[src/rtl/opstat_pkg.sv]
package opstat_pkg;

    typedef enum logic [1:0] {
        ST_ARRAY = 2'd0,
        ST_BUSY  = 2'd1,
        ST_HOLD  = 2'd2,
        ST_FAIL  = 2'd3
    } opst_e;

    localparam int POLL_BIT = 7;
    localparam int TOG_BIT  = 6;
    localparam int TMO_BIT  = 5;

    typedef struct packed {
        logic erase;
        logic poll_src;
        logic tog;
        logic fail;
    } stat_fields_t;

    function automatic logic [15:0] pack_status(stat_fields_t f);
        logic [15:0] w;
        w = '0;
        w[POLL_BIT] = f.erase ? 1'b0 : ~f.poll_src;
        w[TOG_BIT]  = f.tog;
        w[TMO_BIT]  = f.fail;
        return w;
    endfunction

endpackage

[src/rtl/opstat_edge.sv]
module opstat_edge (
    input  logic clk,
    input  logic rst,
    input  logic strobe,
    output logic rise
);
    logic strobe_q;

    always_ff @(posedge clk) begin
        if (rst) strobe_q <= 1'b0;
        else     strobe_q <= strobe;
    end

    assign rise = strobe & ~strobe_q;
endmodule

[src/rtl/opstat_tracker.sv]
module opstat_tracker
    import opstat_pkg::*;
#(
    parameter int TIMEOUT_CYC = 64,
    parameter int HOLD_CYC    = 40
) (
    input  logic  clk,
    input  logic  rst,
    input  logic  seq_busy,
    input  logic  seq_erase,
    input  logic  prog_poll_bit,
    input  logic  erase_void,
    input  logic  rst_cmd,
    input  logic  rd_rise,
    output opst_e state,
    output logic  kind_erase,
    output logic  poll_src,
    output logic  tog
);
    localparam int MAXC  = (TIMEOUT_CYC > HOLD_CYC) ? TIMEOUT_CYC : HOLD_CYC;
    localparam int CNT_W = $clog2(MAXC + 1);
    localparam logic [CNT_W-1:0] TMO_LAST  = CNT_W'(TIMEOUT_CYC - 1);
    localparam logic [CNT_W-1:0] HOLD_LAST = CNT_W'(HOLD_CYC - 1);

    logic [CNT_W-1:0] cnt;

    always_ff @(posedge clk) begin
        if (rst) begin
            state      <= ST_ARRAY;
            kind_erase <= 1'b0;
            poll_src   <= 1'b0;
            tog        <= 1'b0;
            cnt        <= '0;
        end else begin
            if (state != ST_ARRAY && rd_rise)
                tog <= ~tog;
            case (state)
                ST_ARRAY: begin
                    if (seq_busy) begin
                        state      <= ST_BUSY;
                        kind_erase <= seq_erase;
                        poll_src   <= prog_poll_bit;
                        tog        <= 1'b0;
                        cnt        <= '0;
                    end else if (erase_void) begin
                        state      <= ST_HOLD;
                        kind_erase <= 1'b1;
                        tog        <= 1'b0;
                        cnt        <= '0;
                    end
                end
                ST_BUSY: begin
                    if (!seq_busy)            state <= ST_ARRAY;
                    else if (cnt == TMO_LAST) state <= ST_FAIL;
                    else                      cnt   <= cnt + 1'b1;
                end
                ST_HOLD: begin
                    if (cnt == HOLD_LAST) state <= ST_ARRAY;
                    else                  cnt   <= cnt + 1'b1;
                end
                ST_FAIL: begin
                    if (rst_cmd) state <= ST_ARRAY;
                end
                default: state <= ST_ARRAY;
            endcase
        end
    end
endmodule

[src/rtl/opstat_fmt.sv]
module opstat_fmt
    import opstat_pkg::*;
#(
    parameter int W = 16
) (
    input  opst_e        state,
    input  logic         kind_erase,
    input  logic         poll_src,
    input  logic         tog,
    input  logic [W-1:0] array_word,
    output logic [W-1:0] dout,
    output logic         status_on
);
    stat_fields_t f;
    logic [15:0]  sw;

    always_comb begin
        f.erase    = kind_erase;
        f.poll_src = poll_src;
        f.tog      = tog;
        f.fail     = (state == ST_FAIL);
        sw         = pack_status(f);
        status_on  = (state != ST_ARRAY);
    end

    generate
        if (W > 16) begin : g_wide
            assign dout = status_on ? {{(W-16){1'b0}}, sw} : array_word;
        end else begin : g_narrow
            assign dout = status_on ? sw[W-1:0] : array_word;
        end
    endgenerate
endmodule

[src/rtl/opstat_reporter.sv]
module opstat_reporter
    import opstat_pkg::*;
#(
    parameter int W           = 16,
    parameter int TIMEOUT_CYC = 64,
    parameter int HOLD_CYC    = 40
) (
    input  logic         clk,
    input  logic         rst,
    input  logic         seq_busy,
    input  logic         seq_erase,
    input  logic         prog_poll_bit,
    input  logic         erase_void,
    input  logic         rst_cmd,
    input  logic         rd_stb,
    input  logic [W-1:0] array_word,
    output logic [W-1:0] dout,
    output logic         polling_active
);
    logic  rd_rise;
    opst_e state;
    logic  kind_erase;
    logic  poll_src;
    logic  tog;

    opstat_edge u_edge (
        .clk    (clk),
        .rst    (rst),
        .strobe (rd_stb),
        .rise   (rd_rise)
    );

    opstat_tracker #(
        .TIMEOUT_CYC (TIMEOUT_CYC),
        .HOLD_CYC    (HOLD_CYC)
    ) u_trk (
        .clk           (clk),
        .rst           (rst),
        .seq_busy      (seq_busy),
        .seq_erase     (seq_erase),
        .prog_poll_bit (prog_poll_bit),
        .erase_void    (erase_void),
        .rst_cmd       (rst_cmd),
        .rd_rise       (rd_rise),
        .state         (state),
        .kind_erase    (kind_erase),
        .poll_src      (poll_src),
        .tog           (tog)
    );

    opstat_fmt #(.W(W)) u_fmt (
        .state      (state),
        .kind_erase (kind_erase),
        .poll_src   (poll_src),
        .tog        (tog),
        .array_word (array_word),
        .dout       (dout),
        .status_on  (polling_active)
    );
endmodule

[config.mk]
export PLATFORM = sky130hd
export DESIGN_NAME = opstat_reporter
export DESIGN_NICKNAME = d
export VERILOG_FILES = /design/src/rtl/opstat_pkg.sv /design/src/rtl/opstat_edge.sv /design/src/rtl/opstat_tracker.sv /design/src/rtl/opstat_fmt.sv /design/src/rtl/opstat_reporter.sv
export SDC_FILE = /design/constraint.sdc
export NUM_CORES = 1
export LEC_CHECK = 0
export BUFFER_PORTS_ARGS = -buffer_cell sky130_fd_sc_hd__buf_4
export CORE_MARGIN = 2
export CORE_UTILIZATION = 50
export CTS_CLUSTER_SIZE = 10
export DETAILED_ROUTE_END_ITERATION = 8
export PLACE_DENSITY = 0.83
export SYNTH_ARGS = -nofsm -noshare
export SYNTH_HDL_FRONTEND = slang
export SYNTH_SLANG_ARGS = --single-unit
[constraint.sdc]
create_clock -name clk -period 3.8 [get_ports clk]
set_clock_uncertainty 0.2 [all_clocks]
set_input_delay 0 -clock clk [delete_from_list [all_inputs] [get_ports clk]]
set_output_delay 0 -clock clk [all_outputs]
set_load 0.1 [all_outputs]
==> results.env, run 1 <==
RUN_STATUS='complete, no violations'
CTS_MADE_BUFFERS=3
ROUTED_WL_MET2_UM=1300
CELL_AREA_PLACED_SQ_UM=1270
DRTITER0DRC=16
STATIC-LEAKAGE-POWER_nW=0.618
CRITPATHLAUNCH='u_trk.state[0]$_SDFFE_PP0P_'
ROWS=15
SYN-INSTANCE-COUNT=117
AVGVIACOUNTPERCELL=5.65
SYNTH.FF_LATCH_COUNT=13
WL_MET1_UM=1060
R2R_CELLS=6
GRT_SETUP_UNREPAIRED='false'
CLOCK_PATH_BUFFERS=2
SYNTHTOLAYOUTAREAGROWTH_PCT=45.5
FINALHOLDVIOLATIONS=0
POST_CTS_CLOCK_SLEW_AT_THE_LAUNCH_AND_CAPTURE_REGISTERS_OF_THE_WORST_SETUP_AND_HOLD_PATHS_NS=0.08
NUMBER_OF_BUFFER_AND_INVERTER_STAGES_ON_THE_CRITICAL_PATH=3
NETLIST_AREA_SQ_UM=963
CLOCK_INSERTION_DELAY_WORST_SKEW_NS=0.28
WORST_SETUP_PATH_START_KIND='flip-flop'
FP.COREAREA_SQ_UM=1760
FINISH.NET_COUNT=198
TOTALWIRELENGTH_UM=2710
IR_WORST_VDD_uV=459
DIE_Y_UM=47.9
CRIT_CHAIN='inv_1, ha_1, nand3_1, dlygate4sd3_1, a21oi_1, dlygate4sd3_1'
DESIGN_AREA_SQ_UM=1400
SETUP_VIOLATIONS=0
SEQ_TOTAL_AREA_YOSYS_PCT=27.0
GRT.TOTAL_USAGE_PCT=26.0
BUFFER_PORTS.INSERTED=40
GRT_START_MAX_NET_PINS=24
HTREE_NUM_LEVELS=1
FINAL.SETUP.WORST_SLACK_NS=1.14
CTS_SINKS=13
WORSTPATHMAXFANOUT=23
CP_TOP_FAMILY='buffers and inverters'
INSERTEDDIODECOUNT=0
POST_SYNTHESIS_AVERAGE_CELL_AREA_SQ_UM=8.23
TIMING.REG2REG.SETUP_SLACK_NS=1.14
ROUTED.TOP_LAYER='met4'
SYNTH_FF_TYPE='dfxtp_1'
TIMING.HOLD.WS_NS=0.0237
RELATIVE_SLEW_MARGINS_PCT=61.0
CRITICAL_PATH_CLASS='reg -> reg'
NUM_VIAS=1080
MAX_TRANSITION_VIOLS_FINAL=0
POWER_DENSITY_nW_PER_UM2=628
SYNTH.DISTINCT_CELLS=39
CTS.ROOT.BUFFER_CELL='clkbuf_4'
CP.ARRIVAL_NS=2.69
ROUTE.DETAILED.WL_PER_INST_UM=14.2
IO_PINS=41
SYN_NETS=148
PERIOD_NEEDED_NS=2.66
SETUP.WORST_PATH.END='u_trk.poll_src$_SDFFE_PP0P_'
TIGHTESTPINTRANSITION_NS=0.585
GP_WEIGHTED_CONGESTION=0.893
GRT_ANTENNA_BEFORE_REPAIR=0
DRCVIOLATIONCOUNT=0
CHIPWIDTH_UM=47.9
PERIOD_SHARE_PCT=70.0
GLOBAL_ROUTE_WIRE_LENGTH_BEFORE_REPAIR_UM=4150
INITIAL_CORE_UTIL_PCT=54.6
CRITICAL-PATH-SLOWEST-CELL='dlygate4sd3_1'
WORSTPATHREQUIRED_NS=3.83
CLOCK_TREE_FROM_TRITONCTS='yes'
FMAX_MHz=376
DETAILEDPLACE.WORSTSLACK_NS=1.49
YS.WARNINGS.COUNT=0
DRTANTENNAVIOLNETS=0
POST-CTS-SETUP-BUFFER-COUNT=0
MAX_CAP_VIOLATIONS=0
LOGIC_DEPTH_OF_THE_WORST_SETUP_PATH_INCLUDING_BUFFERS=6
CP-END-KIND='flip-flop'
CRITICAL-PATH-MAX-STAGE-DELAY_NS=0.58
SYNTH_ENABLE_FLOP_CELLS=0
REGTOREGENDPOINT='u_trk.poll_src$_SDFFE_PP0P_'
ASYNC_SET_RESET_FLOP_SHARE_OUT_OF_SYNTHESIS_PCT=0
TNS_NS=0
DIE_AREA_SQ_UM=2290
TOTAL_GRT_OVERFLOW=0
POST-ROUTE-UTIL_PCT=79.4
FIRST_GLOBAL_VIAS=1000
FIRST_PASS_ITERATION_COUNT_OF_THE_DETAILED_ROUTER=4
WORSTREG2REGSTART='u_trk.state[0]$_SDFFE_PP0P_'
WL_MET3_UM=295
HOLD_PATH.CLASS='in -> reg'
CPMOSTUSEDCELL='dlygate4sd3_1'
HPWL_UM=1930
POST_ROUTE_CELLS_DRIVE_ABOVE_1_SHARE_PCT=28.9
-- what timing repair did --
item	CTS	global route
hold buffers	10	0
endpoints found under the hold margin	13	0
resized for setup	0	0
-- sequential cells by signal, summed over array words and instances, names as in the netlist --
signal / count
u_edge.strobe_q: 1
u_trk.cnt: 7
u_trk.kind_erase: 1
u_trk.poll_src: 1
u_trk.state: 2
u_trk.tog: 1
-- synth_stat cells, drive strengths merged, types with 2 or more instances --
| cell | count | share of area (%) |
|---|---|---|
| and2 | 13 | 8.4 |
| dfxtp | 13 | 27 |
| inv | 11 | 4.3 |
| nand2 | 10 | 3.9 |
| ha | 7 | 9.1 |
| clkbuf | 5 | 2.1 |
| a21oi | 4 | 2.1 |
| nand3 | 4 | 2.1 |
| nor2 | 4 | 1.6 |
| o32ai | 4 | 3.6 |
| a2111oi | 3 | 2.7 |
| mux2 | 3 | 3.5 |
| o21ai | 3 | 1.6 |
| o31ai | 3 | 2.3 |
| a2bb2oi | 2 | 1.8 |
| and4 | 2 | 1.8 |
| mux2i | 2 | 2.1 |
| nor2b | 2 | 1.3 |
| nor3 | 2 | 1.0 |
| o41ai | 2 | 1.8 |
| or3 | 2 | 1.3 |
| or4 | 2 | 1.6 |
-- where the power goes --
part	total, W	switching [W]	internal (W)
Combinational	0.000631	0.000468	0.000163
Clock	0.0000858	0.0000449	0.0000408
Sequential	0.000163	0.0000126	0.000150
-- placed cells by master (no fill, tap or decap), types with 3 or more instances in the layout --
cell and n:
inv_1 11, a2111oi_0 3, buf_4 40, ha_1 7, clkbuf_4 3, o32ai_1 4, nand2_1 10, o31ai_1 3
nand3_1 4, dfxtp_1 13, dlygate4sd3_1 10, a21oi_1 4, nor2_1 4, and2_1 13
-- routing by layer --
metal	vias to the layer above	GRT usage [%]
li1	528	-
met1	486	28.1
met2	61	47.2
met3	5	5.66
met4	0	13.0
met5	-	0
-- area by class of cell --
type,count,area [sq um]
Multi-Input combinational cell,88,642
Sequential cell,13,260
Tap cell,25,31.3
Timing Repair Buffer,50,400
Inverter,11,41.3
Clock buffer,4,26.3
Fill cell,137,363
-- worst min-delay path, cell delays in order --
cell and delay (ns):
buf_4 0.11, inv_1 0.04, a2bb2oi_1 0.06, o31a_1 0.13
mux2i_1 0.12
-- worst min-delay path by stage --
| stage | endpoint | slack [ns] | cells after the start | startpoint |
|---|---|---|---|---|
| floorplan | u_edge.strobe_q$_SDFF_PP0_ | -0.07 | 1 | rd_stb |
| global placement | u_edge.strobe_q$_SDFF_PP0_ | 0.03 | 2 | rd_stb |
| detailed placement | u_edge.strobe_q$_SDFF_PP0_ | 0.03 | 2 | rd_stb |
| CTS | u_trk.state[1]$_SDFFE_PP0P_ | 0.01 | 5 | rst_cmd |
| global route | u_trk.state[1]$_SDFFE_PP0P_ | 0.04 | 5 | rst_cmd |
| finish | u_trk.state[1]$_SDFFE_PP0P_ | 0.02 | 5 | rst_cmd |
-- metrics by stage --
stage,instances,total power (W)
after floorplan,117,0.000663
after global placement,177,0.000773
after detailed placement,177,0.000784
after CTS,191,0.000883
after global routing,191,0.000924
final,191,0.000880
-- kinds of logic (layout without fill, tap and decap cells) --
family | after synthesis | in the layout | share of synthesized area (%)
multiplexers | 5 | 5 | 5.58
AND/OR/NAND/NOR | 48 | 48 | 28.8
adder cells (fa/ha/maj) | 7 | 7 | 9.09
flip-flops | 13 | 13 | 27.0
buffers and inverters | 16 | 65 | 6.36
XOR/XNOR | 1 | 1 | 0.909
AO/OA/AOI/OAI | 27 | 27 | 22.2
Power figures use the tool's default switching activity.
==> inputs of run 2 (changes only) <==
Settings changed: CORE_UTILIZATION 50 to 42, PLACE_DENSITY 0.83 to 0.75.
Clock period 3.8 ns to 2.1 ns, I/O delays scaled along.
==> run 2 against run 1 <==
  * Die area is 17% higher
  * Combinational power up 93%
  * Critical path depth increased by 1
  * Non-clock buffer count increased by 2
  * First-iteration DRC count grew 75%
  * Flip-flop and latch count stayed put
  * Cell count is 2.6% higher
  * Wire length is essentially flat
==> results.env, run 2 (synthesized netlist as in run 1, its figures left out) <==
GRT_ANTENNA_BEFORE_REPAIR=0  # unchanged
CLOCK_TREE_FROM_TRITONCTS='yes'
PERIOD_SHARE_PCT=93.1  # +23 points
NUM_VIAS=1071  # -0.83%
FLIP_FLOP_COUNT_OF_THE_LARGEST_REGISTER_AFTER_LAYOUT=7  # unchanged
FINISH.NET_COUNT=200  # +1.0%
DIE_AREA_SQ_UM=2690  # +17%
POST_CTS_CLOCK_SLEW_AT_THE_LAUNCH_AND_CAPTURE_REGISTERS_OF_THE_WORST_SETUP_AND_HOLD_PATHS_NS=0.08  # about the same
WORSTPATHREQUIRED_NS=2.08  # -1.75 ns
ROUTE.DETAILED.WL_PER_INST_UM=13.8  # -2.5%
REGMOSTFLOPS='u_trk.cnt'
TOTAL_GRT_OVERFLOW=0  # unchanged
DRCVIOLATIONCOUNT=0  # unchanged
FINAL.SETUP.WORST_SLACK_NS=0.145  # -0.993 ns
SYNTHTOLAYOUTAREAGROWTH_PCT=51.8
DIE_Y_UM=51.9  # +8.4%
FIRST_PASS_ITERATION_COUNT_OF_THE_DETAILED_ROUTER=4  # unchanged
DRTITER0DRC=28  # +12
LAYOUT.CELLS.MOST_COMMON_LIST='buf_4 (42), and2_1 (13), dfxtp_1 (12)'
TNS_NS=0  # unchanged
TIMING.REG2REG.SETUP_SLACK_NS=0.15  # -0.99 ns
LEADING_CELL_TYPE_IN_THE_LAYOUT_FILL_AND_TAPS_EXCLUDED='buf_4'
DETAILEDPLACE.WORSTSLACK_NS=0.0707  # -1.42 ns
INITIAL_CORE_UTIL_PCT=44.0  # -11 points
BUFFER_PORTS.INSERTED=40  # unchanged
CLOCK_INSERTION_DELAY_WORST_SKEW_NS=0.28  # about the same
CHIPWIDTH_UM=51.9  # +8.4%
IR_WORST_VDD_uV=633  # +38%
CTS_SINKS=13  # unchanged
INSERTEDDIODECOUNT=0  # unchanged
STATIC-LEAKAGE-POWER_nW=0.628  # +1.6%
MAX_CAP_VIOLATIONS=0  # unchanged
FINALHOLDVIOLATIONS=0  # unchanged
REG.LARGEST.LIST='u_trk.cnt (7), u_trk.state (2)'
GRT_START_MAX_NET_PINS=22  # -8.3%
CP-END-KIND='flip-flop'
GLOBAL_ROUTE_WIRE_LENGTH_BEFORE_REPAIR_UM=4220  # +1.7%
CTS.ROOT.BUFFER_CELL='clkbuf_4'
DRTANTENNAVIOLNETS=0  # unchanged
CRITICAL_PATH_CLASS='reg -> reg'
FP.COREAREA_SQ_UM=2190  # +24%
CRITICAL-PATH-MAX-STAGE-DELAY_NS=0.33  # -0.25 ns
GP_WEIGHTED_CONGESTION=0.857  # -4.1%
GRT.TOTAL_USAGE_PCT=20.8  # -5.2 points
IO_PINS=41  # unchanged
FMAX_MHz=512  # +36%
RUN_STATUS='complete, no violations'
WORSTPATHMAXFANOUT=6  # -74%
SETUP_VIOLATIONS=0  # unchanged
ROWS=17  # +2
GRT_SETUP_UNREPAIRED='false'
TOTALWIRELENGTH_UM=2710  # about the same
POST-CTS-SETUP-BUFFER-COUNT=0  # unchanged
WORST_SETUP_PATH_START_KIND='flip-flop'
TIGHTESTPINTRANSITION_NS=0.432  # -0.153 ns
POWER_DENSITY_nW_PER_UM2=1140  # +82%
POST_ROUTE_CELLS_DRIVE_ABOVE_1_SHARE_PCT=34.5  # +5.6 points
HPWL_UM=2010  # +4.3%
CP.ARRIVAL_NS=1.93  # -0.76 ns
CRIT_CHAIN='inv_1, ha_2, and3_4, o21ai_1, nand4_1, buf_4, o32ai_1'
HOLD_PATH.CLASS='in -> reg'
CRITICAL-PATH-SLOWEST-CELL='dfxtp_1'
CLOCK_PATH_BUFFERS=2  # unchanged
PERIOD_NEEDED_NS=1.95  # -0.707 ns
MAX_TRANSITION_VIOLS_FINAL=0  # unchanged
RELATIVE_SLEW_MARGINS_PCT=70.5  # +9.5 points
AVGVIACOUNTPERCELL=5.46  # -3.4%
FIRST_GLOBAL_VIAS=964  # -3.6%
HTREE_NUM_LEVELS=1  # unchanged
CTS_MADE_BUFFERS=3  # unchanged
run 2: final timing paths:
check                              startpoint                          end  cells past startpoint
hold reg to reg     u_trk.cnt[1]$_SDFFE_PP0P_    u_trk.cnt[1]$_SDFFE_PP0P_                      2
setup / recovery  u_trk.state[1]$_SDFFE_PP0P_    u_trk.cnt[2]$_SDFFE_PP0P_                      7
setup reg to reg  u_trk.state[1]$_SDFFE_PP0P_    u_trk.cnt[2]$_SDFFE_PP0P_                      7
hold / removal                        rst_cmd  u_trk.state[1]$_SDFFE_PP0P_                      5
run 2: metrics by stage:
step                      utilization (%)  std cells  hold slack (ns)  cell area [sq um]  total power [W]
after global placement               60.8        183           0.0295               1330          0.00147
final                                66.8        196           0.0274               1460          0.00167
after floorplan                         -        117          -0.0718                993          0.00124
after CTS                            66.1        196           0.0278               1450          0.00167
after detailed placement             60.8        183           0.0411               1330          0.00149
after global routing                 66.8        196           0.0593               1460          0.00175
run 2: layout make-up:
cell class / instances / area [sq um]
Clock buffer: 4 / 26.3
Fill cell: 189 / 728
Inverter: 11 / 45.0
Multi-Input combinational cell: 88 / 678
Sequential cell: 13 / 262
Tap cell: 28 / 35.0
Timing Repair Buffer: 52 / 417
run 2: critical path, delay by kind of cell (launching register included):
| kind | cells | cell delay (ns) |
|---|---|---|
| buffers and inverters | 2 | 0.31 |
| flip-flops | 1 | 0.33 |
| AO/OA/AOI/OAI | 2 | 0.33 |
| adder cells (fa/ha/maj) | 1 | 0.23 |
| AND/OR/NAND/NOR | 2 | 0.44 |
run 2: per-layer routing:
layer / global-route usage (%) / wire length [um]
met4: 7.89 / 44
met3: 3.45 / 258
met1: 23.5 / 1030
met2: 38.4 / 1380
met5: 0 / 0
run 2: where the power goes:
group	internal [W]	switching [W]
clock network	0.0000737	0.0000819
logic	0.000348	0.000874
registers	0.000273	0.0000224
total	0.000695	0.000979
run 2: what timing repair did:
item                                   4_1_cts  5_1_grt
endpoints found under the hold margin       13        0
resized for setup                            0        5
setup endpoints to repair                    0        8
hold buffers                                 9        0
==> inputs of run 3 (changes only) <==
Settings changed: CORE_UTILIZATION 42 to 43, SYNTH_HIERARCHICAL set to 1.
==> run 3 against run 2 <==
  * Area after synthesis increased by 4.0%
  * Flip-flop and latch count unchanged
  * Global-route usage decreased by 1.3 points
  * Cell count decreased by 0.51%
  * Non-clock buffer count decreased by 1
  * Highest routed layer unchanged
  * Register-to-register slack improved by 0.03 ns
  * Critical path depth decreased by 1
  * Fmax increased by 1.7%
  * Design area decreased by 1.9%
  * Via count decreased by 2.2%
==> results.env, run 3 <==
TNS_NS=0  # unchanged
GP_WEIGHTED_CONGESTION=0.851  # -0.64%
FINAL.SETUP.WORST_SLACK_NS=0.178  # +0.0325 ns
WORSTREG2REGSTART='u_trk/state[0]$_SDFFE_PP0P_'
CRITICAL-PATH-SLOWEST-CELL='or3b_4'
LAYOUT.CELLS.MOST_COMMON_LIST='buf_4 (42), dfxtp_1 (12), dlygate4sd3_1 (9), and2_2 (9), nand2_1 (9)'
SYNTH.FF_LATCH_COUNT=13  # unchanged
WORST_SETUP_PATH_START_KIND='flip-flop'
DRTANTENNAVIOLNETS=0  # unchanged
FF_LATCH_AREA_SQ_UM=262  # unchanged
POST_ROUTE_CELLS_DRIVE_ABOVE_1_SHARE_PCT=43.1  # +8.6 points
GRT.TOTAL_USAGE_PCT=19.5  # -1.3 points
NETLIST_TOP_CELLS_COUNT='dfxtp_1 (13), and2_2 (9), nand2_1 (9)'
BUFFER_PORTS.INSERTED=40  # unchanged
HPWL_UM=1970  # -2.3%
CP.ARRIVAL_NS=1.94  # about the same
DRTITER0DRC=22  # -21%
CLOCK_TREE_FROM_TRITONCTS='yes'
POST_CTS_CLOCK_SLEW_AT_THE_LAUNCH_AND_CAPTURE_REGISTERS_OF_THE_WORST_SETUP_AND_HOLD_PATHS_NS=0.08  # about the same
AVGVIACOUNTPERCELL=5.37  # -1.7%
CTS_MADE_BUFFERS=3  # unchanged
CRIT_CHAIN='inv_1, ha_1, or3b_4, a21o_4, a311oi_1, a31o_1'
GRT_ANTENNA_BEFORE_REPAIR=0  # unchanged
INITIAL_CORE_UTIL_PCT=45.3  # +1.3 points
TIMING.HOLD.WORST.START='rst_cmd'
WORSTPATHREQUIRED_NS=2.12  # +0.04 ns
INSERTEDDIODECOUNT=0  # unchanged
GLOBAL_ROUTE_WIRE_LENGTH_BEFORE_REPAIR_UM=3950  # -6.2%
SYNTH.DISTINCT_CELLS=38  # -2.6%
PERIOD_NEEDED_NS=1.92  # -0.0325 ns
CHIPWIDTH_UM=52.3  # +0.73%
RUN_STATUS='complete, no violations'
SYNTHTOPCELLSBYAREA='dfxtp_1 (26%), ha_1 (7.5%), and2_2 (6.7%), a21oi_1 (3.5%), nand2_1 (3.4%)'
TOTAL_GRT_OVERFLOW=0  # unchanged
CTS.ROOT.BUFFER_CELL='clkbuf_4'
PERIOD_SHARE_PCT=91.5  # -1.5 points
FINALHOLDVIOLATIONS=0  # unchanged
DIE_Y_UM=52.3  # +0.73%
IO_PINS=41  # unchanged
TIMING.REG2REG.SETUP_SLACK_NS=0.18  # +0.03 ns
DRCVIOLATIONCOUNT=0  # unchanged
CLOCK_PATH_BUFFERS=2  # unchanged
TIGHTESTPINTRANSITION_NS=0.321  # -0.110 ns
YS.WARNINGS.COUNT=6  # +6
YOSYSMOSTFREQUENTCELL='dfxtp_1'
POST_SYNTHESIS_AVERAGE_CELL_AREA_SQ_UM=8.64  # +4.9%
MULTIINPUTGATEAREA_SQ_UM=679  # +0.18%
SYN-INSTANCE-COUNT=116  # -0.85%
R2R_CELLS=6  # -1
WORSTPATHMAXFANOUT=7  # +1
ASYNC_SET_RESET_FLOP_SHARE_OUT_OF_SYNTHESIS_PCT=0  # unchanged
PLACEDCELLCOUNT=182  # -0.55%
CP-END-KIND='flip-flop'
SETUP_VIOLATIONS=0  # unchanged
NETLIST_AREA_SQ_UM=1000  # +4.0%
MAX_TRANSITION_VIOLS_FINAL=0  # unchanged
CP_TOP_FAMILY='compound AO/OA/AOI/OAI gates'
SYNTHTOLAYOUTAREAGROWTH_PCT=43.2
SEQ_TOTAL_AREA_YOSYS_PCT=26.0  # -1.0 points
FIRST_GLOBAL_VIAS=953  # -1.1%
MAX_CAP_VIOLATIONS=0  # unchanged
NETLIST.AREA_LEADER.SHARE_PCT=26.0  # -1.0 points
CTS_SINKS=13  # unchanged
DETAILEDPLACE.WORSTSLACK_NS=0.0633  # -0.00741 ns
NUM_VIAS=1047  # -2.2%
ROWS=17  # unchanged
CLOCK_INSERTION_DELAY_WORST_SKEW_NS=0.28  # about the same
TIMING.HOLD.WORST_ENDPOINT='u_trk/state[0]$_SDFFE_PP0P_'
HOLD_PATH.CLASS='in -> reg'
HTREE_NUM_LEVELS=1  # unchanged
REGMOSTFLOPS='u_trk/cnt'
NUMBER_OF_BUFFER_AND_INVERTER_STAGES_ON_THE_CRITICAL_PATH=1  # -1
FILLER_CELL_COUNT=190  # +0.53%
FINISH.NET_COUNT=198  # -1.0%
GRT_START_MAX_NET_PINS=18  # -18%
REG.LARGEST.LIST='u_trk/cnt (7), u_trk/state (2)'
FIRST_PASS_ITERATION_COUNT_OF_THE_DETAILED_ROUTER=4  # unchanged
CRITICAL-PATH-MAX-STAGE-DELAY_NS=0.40  # +0.07 ns
CRITICAL_PATH_CLASS='reg -> reg'
RELATIVE_SLEW_MARGINS_PCT=78.4  # +8.0 points
DIE_AREA_SQ_UM=2730  # +1.5%
GRT_SETUP_UNREPAIRED='false'
LEADING_CELL_TYPE_IN_THE_LAYOUT_FILL_AND_TAPS_EXCLUDED='buf_4'
FP.COREAREA_SQ_UM=2210  # +0.97%
FLIP_FLOP_COUNT_OF_THE_LARGEST_REGISTER_AFTER_LAYOUT=7  # unchanged
FINAL_CELL_COUNT_NO_FILL=195  # -0.51%
SYNTH_ENABLE_FLOP_CELLS=0  # unchanged
NUMBER_OF_STAGES_ON_THE_WORST_HOLD_PATH=4  # -1
FMAX_MHz=520  # +1.7%
SYNTH_FF_TYPE='dfxtp_1'
TOTALWIRELENGTH_UM=2670  # -1.7%
SYNTH_TOP_CELL_BY_AREA='dfxtp_1'
REGTOREGENDPOINT='u_trk/cnt[4]$_SDFFE_PP0P_'
SYN_NETS=146  # -1.4%
ROUTE.DETAILED.WL_PER_INST_UM=13.7  # -1.2%
-- run 3: cell types whose count changed after synthesis, sizes merged, moves of 4 or more --
cell / change
inv: -4
o32ai: -4
a31oi: +4
clkbuf: -4
a21oi: +4
-- run 3: how the worst max path moves through the flow --
stage,start,to,cells past startpoint
after global placement,u_trk/state[1]$_SDFFE_PP0P_,u_trk/cnt[2]$_SDFFE_PP0P_,5
after global routing,u_trk/state[1]$_SDFFE_PP0P_,u_trk/cnt[6]$_SDFFE_PP0P_,5
after CTS,u_trk/state[1]$_SDFFE_PP0P_,u_trk/cnt[6]$_SDFFE_PP0P_,5
after floorplan,u_trk/state[0]$_SDFFE_PP0P_,u_trk/cnt[3]$_SDFFE_PP0P_,6
after detailed placement,u_trk/state[1]$_SDFFE_PP0P_,u_trk/cnt[6]$_SDFFE_PP0P_,5
final,u_trk/state[0]$_SDFFE_PP0P_,u_trk/cnt[4]$_SDFFE_PP0P_,6
-- run 3: what timing repair did --
item / 4_1_cts / 5_1_grt
endpoints found under the hold margin: 11 / 0
setup buffers: 0 / 0
gates resized for setup: 0 / 2
hold buffers: 9 / 0
setup endpoints to repair: 0 / 5
-- run 3: worst reg2reg max path: cells and delay by family (launching register included) --
family | cells | cell delay, ns
AO/OA/AOI/OAI | 3 | 0.65
AND/OR/NAND/NOR | 1 | 0.40
flip-flops | 1 | 0.32
adder cells (fa/ha/maj) | 1 | 0.19
buffers and inverters | 1 | 0.11
-- run 3: cell type report --
class / count / share of cell area [%]
multi-input cells: 92 / 47.3
repair buffers: 51 / 28.2
inverters: 7 / 1.83
clock buffers: 3 / 1.57
flip-flops and latches: 13 / 18.2
clock inverters: 1 / 0.349
well taps: 28 / 2.44
-- run 3: metrics by stage --
step                instance area [sq um]  hold slack, ns  utilization, %
floorplan                            1000          -0.136               -
global placement                     1310          0.0278            59.4
detailed placement                   1310          0.0387            59.4
CTS                                  1430          0.0253            64.7
global route                         1440          0.0636            64.9
finish                               1440          0.0479            64.9
-- run 3: cells by family after synthesis --
group / after synthesis / share of synthesized area (%)
compound gates: 31 / 23.3
xor+xnor: 1 / 0.874
fa+ha+maj: 6 / 7.49
buf+inv: 11 / 6.49
flops: 13 / 26.0
mux: 3 / 3.37
simple gates: 51 / 32.5
-- run 3: per-layer routing --
| metal | track usage [%] | vias up | part of all wire (%) |
|---|---|---|---|
| met5 | 0 | - | 0 |
| met4 | 7.26 | 0 | 0.34 |
| met3 | 5.14 | 2 | 9.0 |
| met2 | 36.3 | 49 | 49 |
| met1 | 20.8 | 471 | 42 |
| li1 | - | 525 | - |
Power of run 3 is not shown: default switching activity piles up to over one toggle a cycle in this logic, so the estimate is an artifact.
